==> src/rtl/wtm_pkg.sv <==
package wtm_pkg;
  // Rows fed to one reduction cell group and rows leaving it.
  localparam int unsigned GRP_IN  = 4;
  localparam int unsigned GRP_OUT = 2;
  // Width of one packed range entry describing a row's live columns.
  localparam int unsigned RNG_W   = 8;

  function automatic int unsigned clip(int unsigned v, int unsigned top);
    return (v > top) ? top : v;
  endfunction
endpackage

==> src/rtl/wtm_cmp42.sv <==
module wtm_cmp42 (
  input  logic x0,
  input  logic x1,
  input  logic x2,
  input  logic x3,
  input  logic cin,
  output logic sum,
  output logic carry,
  output logic cout
);
  logic mid;

  // First full adder: lateral carry depends only on x0..x2.
  always_comb begin
    mid  = x0 ^ x1 ^ x2;
    cout = (x0 & x1) | (x0 & x2) | (x1 & x2);
  end

  // Second full adder folds in x3 and the incoming lateral carry.
  always_comb begin
    sum   = mid ^ x3 ^ cin;
    carry = (mid & x3) | (mid & cin) | (x3 & cin);
  end

  // weighted outputs equal the count of ones on the five inputs.
  always_comb begin
    p_cell_weight_r5: assert ((3'(sum) + 3'd2 * (3'(carry) + 3'(cout))) ==
                              (3'(x0) + 3'(x1) + 3'(x2) + 3'(x3) + 3'(cin)))
      else $error("4:2 cell weight mismatch");
  end
endmodule

==> src/rtl/wtm_csa.sv <==
module wtm_csa #(
  parameter bit HALF = 1'b0
) (
  input  logic x,
  input  logic y,
  input  logic z,
  output logic s,
  output logic c
);
  if (HALF) begin : g_ha
    assign s = x ^ y;
    assign c = x & y;
    logic unused_z;
    assign unused_z = z;
  end else begin : g_fa
    assign s = x ^ y ^ z;
    assign c = (x & y) | (x & z) | (y & z);
  end
endmodule

==> src/rtl/wtm_ppgen.sv <==
module wtm_ppgen #(
  parameter int unsigned OPW = 8,
  localparam int unsigned PW = 2 * OPW
) (
  input  logic [OPW-1:0] a,
  input  logic [OPW-1:0] b,
  output logic [PW-1:0]  pp [OPW]
);
  // Row j holds a AND b[j], shifted so bit a[i] lands in column i+j.
  for (genvar j = 0; j < OPW; j++) begin : g_row
    assign pp[j] = PW'(a & {OPW{b[j]}}) << j;
  end
endmodule

==> src/rtl/wtm_layer.sv <==
module wtm_layer
  import wtm_pkg::*;
#(
  parameter int unsigned W  = 16,
  // Byte k gives the lowest / highest column row k may occupy.
  parameter logic [GRP_IN*RNG_W-1:0] LO = '0,
  parameter logic [GRP_IN*RNG_W-1:0] HI = '0
) (
  input  logic [W-1:0] rows  [GRP_IN],
  output logic [W-1:0] sum_o,
  output logic [W-1:0] car_o
);
  function automatic bit is_live(int k, int c);
    return (c >= int'(LO[RNG_W*k +: RNG_W])) && (c <= int'(HI[RNG_W*k +: RNG_W]));
  endfunction

  function automatic int height(int c);
    int n;
    n = 0;
    for (int k = 0; k < int'(GRP_IN); k++)
      if (is_live(k, c)) n++;
    return n;
  endfunction

  // Column uses a compressor when four-high, or three-high fed by a lateral carry.
  function automatic bit is_cmp(int c);
    bit ch;
    int n;
    ch = 1'b0;
    for (int q = 0; q <= c; q++) begin
      n  = height(q);
      ch = (n == 4) || ((n == 3) && ch);
    end
    return ch;
  endfunction

  // Index of the j-th live row in column c.
  function automatic int pick(int c, int j);
    int seen;
    int res;
    seen = 0;
    res  = 0;
    for (int k = 0; k < int'(GRP_IN); k++) begin
      if (is_live(k, c)) begin
        if (seen == j) res = k;
        seen++;
      end
    end
    return res;
  endfunction

  logic [W-1:0] srow;
  logic [W:0]   cry;
  logic [W:0]   chn;

  assign cry[0] = 1'b0;
  assign chn[0] = 1'b0;

  for (genvar c = 0; c < int'(W); c++) begin : g_col
    localparam int N  = height(c);
    localparam bit CH = (c > 0) && is_cmp(c - 1);
    localparam bit CM = is_cmp(c);
    localparam int M  = N + (CH ? 1 : 0);

    logic [3:0] xs;
    for (genvar j = 0; j < 4; j++) begin : g_in
      if (j < N) begin : g_row
        localparam int PK = pick(c, j);
        assign xs[j] = rows[PK][c];
      end else if ((j == N) && CH) begin : g_lat
        assign xs[j] = chn[c];
      end else begin : g_nil
        assign xs[j] = 1'b0;
      end
    end

    if (CM) begin : g_cmp
      logic cin_sel;
      assign cin_sel = (N == 4) ? chn[c] : 1'b0;
      wtm_cmp42 u_cmp (
        .x0(xs[0]), .x1(xs[1]), .x2(xs[2]), .x3(xs[3]), .cin(cin_sel),
        .sum(srow[c]), .carry(cry[c+1]), .cout(chn[c+1])
      );
    end else begin : g_edge
      assign chn[c+1] = 1'b0;
      if (M == 3) begin : g_fa
        wtm_csa #(.HALF(1'b0)) u_fa (
          .x(xs[0]), .y(xs[1]), .z(xs[2]), .s(srow[c]), .c(cry[c+1])
        );
      end else if (M == 2) begin : g_ha
        wtm_csa #(.HALF(1'b1)) u_ha (
          .x(xs[0]), .y(xs[1]), .z(1'b0), .s(srow[c]), .c(cry[c+1])
        );
      end else if (M == 1) begin : g_wire
        assign srow[c]  = xs[0];
        assign cry[c+1] = 1'b0;
      end else begin : g_empty
        assign srow[c]  = 1'b0;
        assign cry[c+1] = 1'b0;
      end
    end

    logic unused_xs;
    assign unused_xs = ^xs;
  end

  assign sum_o = srow;
  assign car_o = cry[W-1:0];

  logic unused_top;
  assign unused_top = cry[W] ^ chn[W] ^ (^{rows[0], rows[1], rows[2], rows[3]});
endmodule

==> src/rtl/wtm_cpa.sv <==
module wtm_cpa #(
  parameter int unsigned W = 16
) (
  input  logic [W-1:0] x,
  input  logic [W-1:0] y,
  output logic [W-1:0] s
);
  // Carry-propagate stage; the adder architecture is left to synthesis.
  assign s = x + y;
endmodule

==> src/rtl/wtm_mul8.sv <==
module wtm_mul8
  import wtm_pkg::*;
#(
  parameter int unsigned OPW     = 8,
  parameter bit          REG_OUT = 1'b1,
  localparam int unsigned PW     = 2 * OPW,
  localparam int unsigned NG     = OPW / GRP_IN
) (
  input  logic           clk,
  input  logic           rst_n,
  input  logic [OPW-1:0] op_a,
  input  logic [OPW-1:0] op_b,
  output logic [PW-1:0]  prod
);
  // Live column ranges of the four rows entering first-layer group g.
  function automatic logic [GRP_IN*RNG_W-1:0] grp_lo(int g);
    logic [GRP_IN*RNG_W-1:0] v;
    for (int k = 0; k < int'(GRP_IN); k++)
      v[RNG_W*k +: RNG_W] = RNG_W'(GRP_IN * g + k);
    return v;
  endfunction

  function automatic logic [GRP_IN*RNG_W-1:0] grp_hi(int g);
    logic [GRP_IN*RNG_W-1:0] v;
    for (int k = 0; k < int'(GRP_IN); k++)
      v[RNG_W*k +: RNG_W] = RNG_W'(GRP_IN * g + k + OPW - 1);
    return v;
  endfunction

  // Second-layer inputs: (sum, carry) of each first-layer group, superset ranges.
  function automatic logic [GRP_IN*RNG_W-1:0] st2_lo();
    logic [GRP_IN*RNG_W-1:0] v;
    for (int g = 0; g < int'(NG); g++) begin
      v[RNG_W*(2*g)   +: RNG_W] = RNG_W'(GRP_IN * g);
      v[RNG_W*(2*g+1) +: RNG_W] = RNG_W'(GRP_IN * g + 1);
    end
    return v;
  endfunction

  function automatic logic [GRP_IN*RNG_W-1:0] st2_hi();
    logic [GRP_IN*RNG_W-1:0] v;
    for (int g = 0; g < int'(NG); g++) begin
      v[RNG_W*(2*g)   +: RNG_W] = RNG_W'(clip(GRP_IN * g + OPW + 2, PW - 1));
      v[RNG_W*(2*g+1) +: RNG_W] = RNG_W'(clip(GRP_IN * g + OPW + 3, PW - 1));
    end
    return v;
  endfunction

  logic [PW-1:0] pp     [OPW];
  logic [PW-1:0] s1_sum [NG];
  logic [PW-1:0] s1_car [NG];
  logic [PW-1:0] st2_in [GRP_IN];
  logic [PW-1:0] st2_sum;
  logic [PW-1:0] st2_car;
  logic [PW-1:0] prod_c;

  wtm_ppgen #(.OPW(OPW)) u_pp (.a(op_a), .b(op_b), .pp(pp));

  // First layer: each group of four partial-product rows becomes two rows.
  for (genvar g = 0; g < int'(NG); g++) begin : g_l1
    logic [PW-1:0] gin [GRP_IN];
    for (genvar k = 0; k < int'(GRP_IN); k++) begin : g_sel
      assign gin[k] = pp[GRP_IN*g + k];
    end
    wtm_layer #(.W(PW), .LO(grp_lo(g)), .HI(grp_hi(g))) u_lay (
      .rows(gin), .sum_o(s1_sum[g]), .car_o(s1_car[g])
    );
    assign st2_in[GRP_OUT*g]     = s1_sum[g];
    assign st2_in[GRP_OUT*g + 1] = s1_car[g];
  end

  // Second layer: four rows become the final two.
  wtm_layer #(.W(PW), .LO(st2_lo()), .HI(st2_hi())) u_l2 (
    .rows(st2_in), .sum_o(st2_sum), .car_o(st2_car)
  );

  wtm_cpa #(.W(PW)) u_cpa (.x(st2_sum), .y(st2_car), .s(prod_c));

  if (REG_OUT) begin : g_reg
    logic [1:0]    rs_q;
    logic          rst_sync;
    logic [PW-1:0] prod_d;
    logic [PW-1:0] prod_q;

    // Reset asserts at once and releases after two clock edges.
    always_ff @(posedge clk or negedge rst_n) begin
      if (!rst_n) rs_q <= '0;
      else        rs_q <= {rs_q[0], 1'b1};
    end
    assign rst_sync = rs_q[1];

    always_comb begin
      prod_d = prod_c;
    end

    always_ff @(posedge clk or negedge rst_sync) begin
      if (!rst_sync) prod_q <= '0;
      else           prod_q <= prod_d;
    end

    assign prod = prod_q;

    // Checker state: one capture edge has passed since release.
    logic seen_q;
    always_ff @(posedge clk or negedge rst_sync) begin
      if (!rst_sync) seen_q <= 1'b0;
      else           seen_q <= 1'b1;
    end

    logic [PW-1:0] ref_p;
    assign ref_p = PW'(op_a) * PW'(op_b);

    p_bit0_direct_r2: assert property (@(posedge clk) disable iff (!rst_sync)
      prod_c[0] == (op_a[0] & op_b[0]))
      else $error("product bit 0 not equal to a0&b0");

    p_final_rows_r4: assert property (@(posedge clk) disable iff (!rst_sync)
      PW'(st2_sum + st2_car) == ref_p)
      else $error("second-layer rows do not sum to the product");

    p_first_rows_r8: assert property (@(posedge clk) disable iff (!rst_sync)
      PW'(s1_sum[0] + s1_car[0] + s1_sum[NG-1] + s1_car[NG-1]) == ref_p)
      else $error("first-layer rows do not sum to the product");

    p_one_edge_r7: assert property (@(posedge clk) disable iff (!rst_sync)
      seen_q |-> (prod == $past(ref_p)))
      else $error("registered product does not match previous operands");
  end else begin : g_comb
    assign prod = prod_c;
    logic unused_clk;
    assign unused_clk = clk ^ rst_n;
  end
endmodule

==> config.mk <==
export PLATFORM = sky130hd
export DESIGN_NAME = wtm_mul8
export DESIGN_NICKNAME = d
export VERILOG_FILES = /design/src/rtl/wtm_pkg.sv /design/src/rtl/wtm_cmp42.sv /design/src/rtl/wtm_csa.sv /design/src/rtl/wtm_ppgen.sv /design/src/rtl/wtm_layer.sv /design/src/rtl/wtm_cpa.sv /design/src/rtl/wtm_mul8.sv
export SDC_FILE = /design/constraint.sdc
export NUM_CORES = 1
export LEC_CHECK = 0
export ABC_CLOCK_PERIOD_IN_PS = 800
export CORE_MARGIN = 1
export CORE_UTILIZATION = 30
export CTS_BUF_LIST = sky130_fd_sc_hd__clkbuf_4
export DETAILED_ROUTE_END_ITERATION = 12
export PLACE_DENSITY = 0.45
export SLEW_MARGIN = 20
export SYNTH_ARGS = -nofsm -noshare
export SYNTH_HDL_FRONTEND = slang
export SYNTH_SLANG_ARGS = --single-unit
export TNS_END_PERCENT = 10
==> constraint.sdc <==
create_clock -name clk -period 0.8 [get_ports clk]
set_input_delay 0.08 -clock clk [delete_from_list [all_inputs] [get_ports clk]]
set_output_delay 0.08 -clock clk [all_outputs]
set_load 0.01 [all_outputs]
After elaboration in Yosys (flattened, before gate mapping)

Cells that the tools add are included.

Add/sub/neg operators: 1
Bitwise operators: 291

Operator list:

| operator         | number |
|---|---|
| $and A1 B1 Y1    | 123 |
| $xor A1 B1 Y1    | 86 |
| $or A1 B1 Y1     | 74 |
| $and A8 B8 Y8    | 8 |
| $add A15 B16 Y16 | 1 |

Flip-flop bits (word level): 18
Input port bits: 18
Output and inout bits: 16
Word-level logic and storage cells: 294

Longest topological paths before layout

Depth in word-level cells: 14
Depth in mapped cells: 14
Mapped depth without buffers: 14

By module

A second synthesis with hierarchy kept.

Cell total of the unflattened synthesis: 490
Area total of the unflattened synthesis: 3935.0 um^2

Modules (own cells, without submodules):

| module                                                | area an instance (um^2) | cells each | times used | seq. area each (um^2) |
|---|---|---|---|---|
| wtm_cmp42                                             | 70.1                    | 10         | 19         | 0.0 |
| wtm_ppgen                                             | 884.6                   | 129        | 1          | 0.0 |
| wtm_cpa                                               | 805.8                   | 104        | 1          | 0.0 |
| wtm_mul8                                              | 454.2                   | 19         | 1          | 450.4 |
| wtm_layer (g_l1[0].u_lay ...)                         | 108.9                   | 15         | 2          | 0.0 |
| wtm_csa (g_l1[0].u_lay.g_col[2].g_edge.g_fa.u_fa ...) | 20.0                    | 1          | 6          | 0.0 |
| wtm_csa (g_l1[0].u_lay.g_col[1].g_edge.g_ha.u_ha ...) | 12.5                    | 1          | 7          | 0.0 |
| wtm_layer (u_l2)                                      | 33.8                    | 5          | 1          | 0.0 |

Worst setup path after synthesis

Ideal clock, no wire load.

Path type: in2reg
Start point: input port op_b[0]
End point: register g_reg.prod_q[12] (netlist: prod[12])
Stages on the path: 12
Setup time: 0.104 ns
Data arrival time: 3.492 ns
Path slack: -2.796 ns
Required time: 0.696 ns
Buffers on the path: 0
Cell sequence: and2_1 > fa_1 > fa_1 > fa_1 > inv_1 > fa_1 > inv_1 > ha_1 > nand2_1 > a2111o_1 > a211o_1 > o311ai_1

Word-level cells in the longest chain between the ends: 14
Elaborated cells between the ends (all ways): 150
Those cells by class: 1 x add/sub; 149 x bitwise

RTL lines:

| item                      | line            | text |
|---|---|---|
| start, declared           | wtm_mul8.sv:12  | `input logic [OPW-1:0] op_b,` |
| $and A8 B8 Y8 *           | wtm_ppgen.sv:11 | `assign pp[j] = PW'(a & {OPW{b[j]}}) << j;` |
| $and A1 B1 Y1             | wtm_cmp42.sv:16 | `cout = (x0 & x1) \| (x0 & x2) \| (x1 & x2);` |
| $or A1 B1 Y1 (2 in a row) | wtm_cmp42.sv:16 |  |
| $and A1 B1 Y1             | wtm_cmp42.sv:22 | `carry = (mid & x3) \| (mid & cin) \| (x3 & cin);` |
| $or A1 B1 Y1 (2 in a row) | wtm_cmp42.sv:22 |  |
| $and A1 B1 Y1             | wtm_cmp42.sv:16 |  |
| $or A1 B1 Y1 (2 in a row) | wtm_cmp42.sv:16 |  |
| $and A1 B1 Y1             | wtm_cmp42.sv:22 |  |
| $or A1 B1 Y1 (2 in a row) | wtm_cmp42.sv:22 |  |
| $add A15 B16 Y16 *        | wtm_cpa.sv:9    | `assign s = x + y;` |
| via g_reg.prod_d[12]      | wtm_mul8.sv:82  | `logic [PW-1:0] prod_d;` |
| end signal, assigned      | wtm_mul8.sv:98  | `else prod_q <= prod_d;` |
| end, declared             | wtm_mul8.sv:83  | `logic [PW-1:0] prod_q;` |

Mark *: on every way through the listed nets, which the timed path passes. The rest lies on a longest branch.

Final worst setup path

Start point: input port op_a[6]
End point: register g_reg.prod_q[12] (netlist: prod[12])

Word-level cells in the longest chain between the ends: 14
Elaborated cells between the ends (all ways): 150
Those cells by class: 1 x add/sub; 149 x bitwise

RTL lines:

| item                      | line            | text |
|---|---|---|
| start, declared           | wtm_mul8.sv:11  | `input logic [OPW-1:0] op_a,` |
| $and A8 B8 Y8             | wtm_ppgen.sv:11 |  |
| $and A1 B1 Y1             | wtm_cmp42.sv:16 |  |
| $or A1 B1 Y1 (2 in a row) | wtm_cmp42.sv:16 |  |
| $and A1 B1 Y1             | wtm_cmp42.sv:22 |  |
| $or A1 B1 Y1 (2 in a row) | wtm_cmp42.sv:22 |  |
| $and A1 B1 Y1             | wtm_cmp42.sv:16 |  |
| $or A1 B1 Y1 (2 in a row) | wtm_cmp42.sv:16 |  |
| $and A1 B1 Y1             | wtm_cmp42.sv:22 |  |
| $or A1 B1 Y1 (2 in a row) | wtm_cmp42.sv:22 |  |
| $add A15 B16 Y16 *        | wtm_cpa.sv:9    |  |
| via g_reg.prod_d[12]      | wtm_mul8.sv:82  |  |

Marks and branches as above.

==> results_dict.tcl <==
set metrics [dict create \
    async_flop_share_pct 100 \
    grt_pass1_wl_mm 10.5 \
    synth-adder-area-share_pct 42.3 \
    slew_violations 0 \
    hold_ws_ns 0.144 \
    sw_frac_of_total_pct 40.4 \
    crit_arrival_ns 3.55 \
    core.rowCount 32 \
    worstSetupEndpointType "register" \
    cts_max_path_buffers 2 \
    p_sw_mw 3.88 \
    wl_per_cell_um 12.5 \
    post-route-period-util_pct 420 \
    syn_area_mm2 0.00248 \
    n_antenna_cell 0 \
    drtIter0Drc 25 \
    synth_flop_cell "dfrtp_1" \
    p_seq_share_pct 14.0 \
    p_int_mw 5.71 \
    synth_cell_types 37 \
    critical_path_required_ns 0.99 \
    worst_slack_ns -2.56 \
    yosys.area_share.simple_pct 20.9 \
    die_h_um 92.9 \
    grt_antenna_before_repair 0 \
    ys_ff_latch 18 \
    finalSetupTns_ns -28.35 \
    fill_cells 798 \
    ant_nets 0 \
    grt_setup_unrepaired "yes" \
    io_buffers 33 \
    syn_inst 254 \
    hpwl_mm 4.68 \
    violations "setup timing" \
    start_util_pct 31.6 \
    leakagePower_nw 1.77 \
    drt-vias-per-instance 4.41 \
    run_status "complete, but fails checks" \
    path_class "in2reg" \
    synth-xor-area-share_pct 2.12 \
    maxCapViolCount 0 \
    dr.pass1.iters 4 \
    worstSetupStartpointType "input pin" \
    core_mm2 0.00785 \
    fin_worst_skew_ns 0.00396 \
    power_frac_comb_pct 81.5 \
    drc 0 \
    power_density_mw_per_mm2 2660 \
    dieArea_mm2 0.00862 \
    fmax_ghz 0.298 \
    clkLatencyLatePin_ns 0.28 \
    nets 426 \
    grt_pass1_vias 2255 \
    cts_tree "done" \
    cts_buffers 3 \
    crit_path_max_fanout 6 \
    synth_mux_area_share_pct 1.72 \
    hold_class "in2reg" \
    synth_compound_area_share_pct 8.29 \
    grt_max_degree 17 \
    yosysSeqAreaShare_pct 18.2 \
    vias 1975 \
    synth_edf_count 0 \
    finalSetupViolCount 30 \
    cts-root-buf "clkbuf_4" \
    synth_top_family_by_area "adder cells" \
    hold_violations 0 \
    htree_num_levels 1 \
    grtUsageTotal_pct 14.9 \
    syn-num-nets 333 \
    die_x_um 92.9 \
    r2r_slack_ns 0.32 \
    gp_congestion 0.850 \
    syn_avg_cell_area_um2 9.75 \
    grt_overflow 0 \
    cts.sinks 18 \
    clk_pin_slew_ns 0.10 \
    area_growth_pct 45.5 \
    fin_crit_ns 3.36 \
    ir_worst_vdd_mv 1.08 \
    ioPinCount 34 \
    postRouteWirelength_mm 5.62 \
    clkPwrFrac_pct 4.5 \
    yosys_warnings 0 \
    drive_above_1_share_pct 41.9 \
    utilization_pct 45.9 \
]
[path summary, 6_finish.rpt]
check                         startpoint            end  cells after the start
min                              op_b[0]        prod[0]                      3
max                              op_a[6]       prod[12]                     13
min in group asynchronous  g_reg.rs_q[1]       prod[12]                      1
max in group asynchronous          rst_n  g_reg.rs_q[1]                      2
min reg2reg                g_reg.rs_q[1]       prod[12]                      1
max reg2reg                g_reg.rs_q[0]  g_reg.rs_q[1]                      0
[cells in the mapped netlist (2+ instances only)]
library cell  count  area [µm²]
and2_1           53         332
inv_1            39         146
fa_1             38         761
ha_1             23         288
nand2_1          19        71.3
dfrtp_1          18         450
a21oi_1          10        50.1
nor2_1            8        30.0
xor2_1            4        35.0
a21o_1            3        22.5
o21ai_0           3        15.0
buf_2             2        10.0
mux2_2            2        22.5
mux2i_1           2        20.0
nand2b_1          2        12.5
nand3_1           2        10.0
nand4_1           2        12.5
nor2b_1           2        12.5
o211ai_1          2        15.0
o21ai_1           2        10.0
xnor2_1           2        17.5
[routing by layer]
metal / global-route usage (%) / vias up / routed length, µm
met5: 0 / - / 0
li1: - / 988 / -
met4: 3.46 / 0 / 36
met3: 0.575 / 2 / 104
met1: 19.6 / 964 / 2690
met2: 27.0 / 21 / 2790
[cell usage in the layout (no fill, tap or decap), types with 3 or more instances in the layout]
| master | synthesis | routed |
|---|---|---|
| nand2_1 | 19 | 15 |
| xor2_1 | 4 | 4 |
| buf_4 | 0 | 51 |
| buf_2 | 2 | 18 |
| ha_1 | 23 | 15 |
| and2_1 | 53 | 38 |
| buf_6 | 0 | 12 |
| ha_4 | 0 | 8 |
| nor2_1 | 8 | 8 |
| clkbuf_4 | 0 | 3 |
| fa_2 | 0 | 10 |
| fa_1 | 38 | 28 |
| nand2_2 | 0 | 3 |
| a21o_1 | 3 | 3 |
| dfrtp_1 | 18 | 18 |
| inv_1 | 39 | 36 |
| inv_2 | 0 | 3 |
| and2_4 | 0 | 15 |
| buf_8 | 0 | 3 |
| a21oi_1 | 10 | 7 |
[metrics by stage]
| stage | cells | worst slack, ns | power [mW] | area (µm²) |
|---|---|---|---|---|
| 2_1_floorplan | 254 | -2.56 | 5.39 | 2540 |
| 3_3_place_gp | 436 | -3.28 | 8.25 | 3360 |
| 3_5_place_dp | 436 | -3.37 | 8.27 | 3360 |
| 4_1_cts | 446 | -2.60 | 9.30 | 3510 |
| 5_1_grt | 448 | -2.67 | 10.6 | 3600 |
| 6_report | 448 | -2.56 | 9.59 | 3600 |
[area by class of cell]
class	count	area [µm²]	area share [%]
multi-input combinational	195	2140	59.3
inverter	39	146	4.06
clock inverter	1	3.75	0.104
sequential	18	450	12.5
clock buffer	3	22.5	0.625
timing repair buffer	90	714	19.8
tap	102	128	3.54
[power by group through the flow]
stage	logic, mW	clock network (mW)	registers (mW)
2_1_floorplan	3.83	0	1.57
3_3_place_gp	6.88	0	1.37
3_5_place_dp	6.89	0	1.38
4_1_cts	7.50	0.465	1.34
5_1_grt	8.70	0.518	1.38
6_report	7.81	0.434	1.34
[timing repair]
action,CTS,global route
pin swaps,35,24
endpoints found under the hold margin,2,0
gates resized for setup,178,20
hold buffers,1,0
gates cloned,0,0
endpoints found under the setup margin,31,30
setup buffers,5,2
[critical path, cell delays in order]
cell and delay [ns]:
buf_8 0.11, and2_4 0.15, fa_1 0.56, fa_1 0.43
fa_1 0.49, inv_1 0.05, fa_1 0.49, inv_2 0.05
ha_4 0.26, nand2_2 0.05, a2111o_1 0.43, a211o_1 0.32
o311ai_2 0.08
[cell families (layout without fill, tap and decap cells)]
group	Yosys count	after routing
compound gates	30	30
xor+xnor	6	6
fa+ha+maj	61	61
buf+inv	41	133
flops	18	18
mux	4	4
other cells	1	1
simple gates	93	93
[sequential cells by signal, indices dropped and copies added (netlist names)]
name and flops:
prod 16, g_reg.rs_q 2
Power figures use the tool's default switching activity.
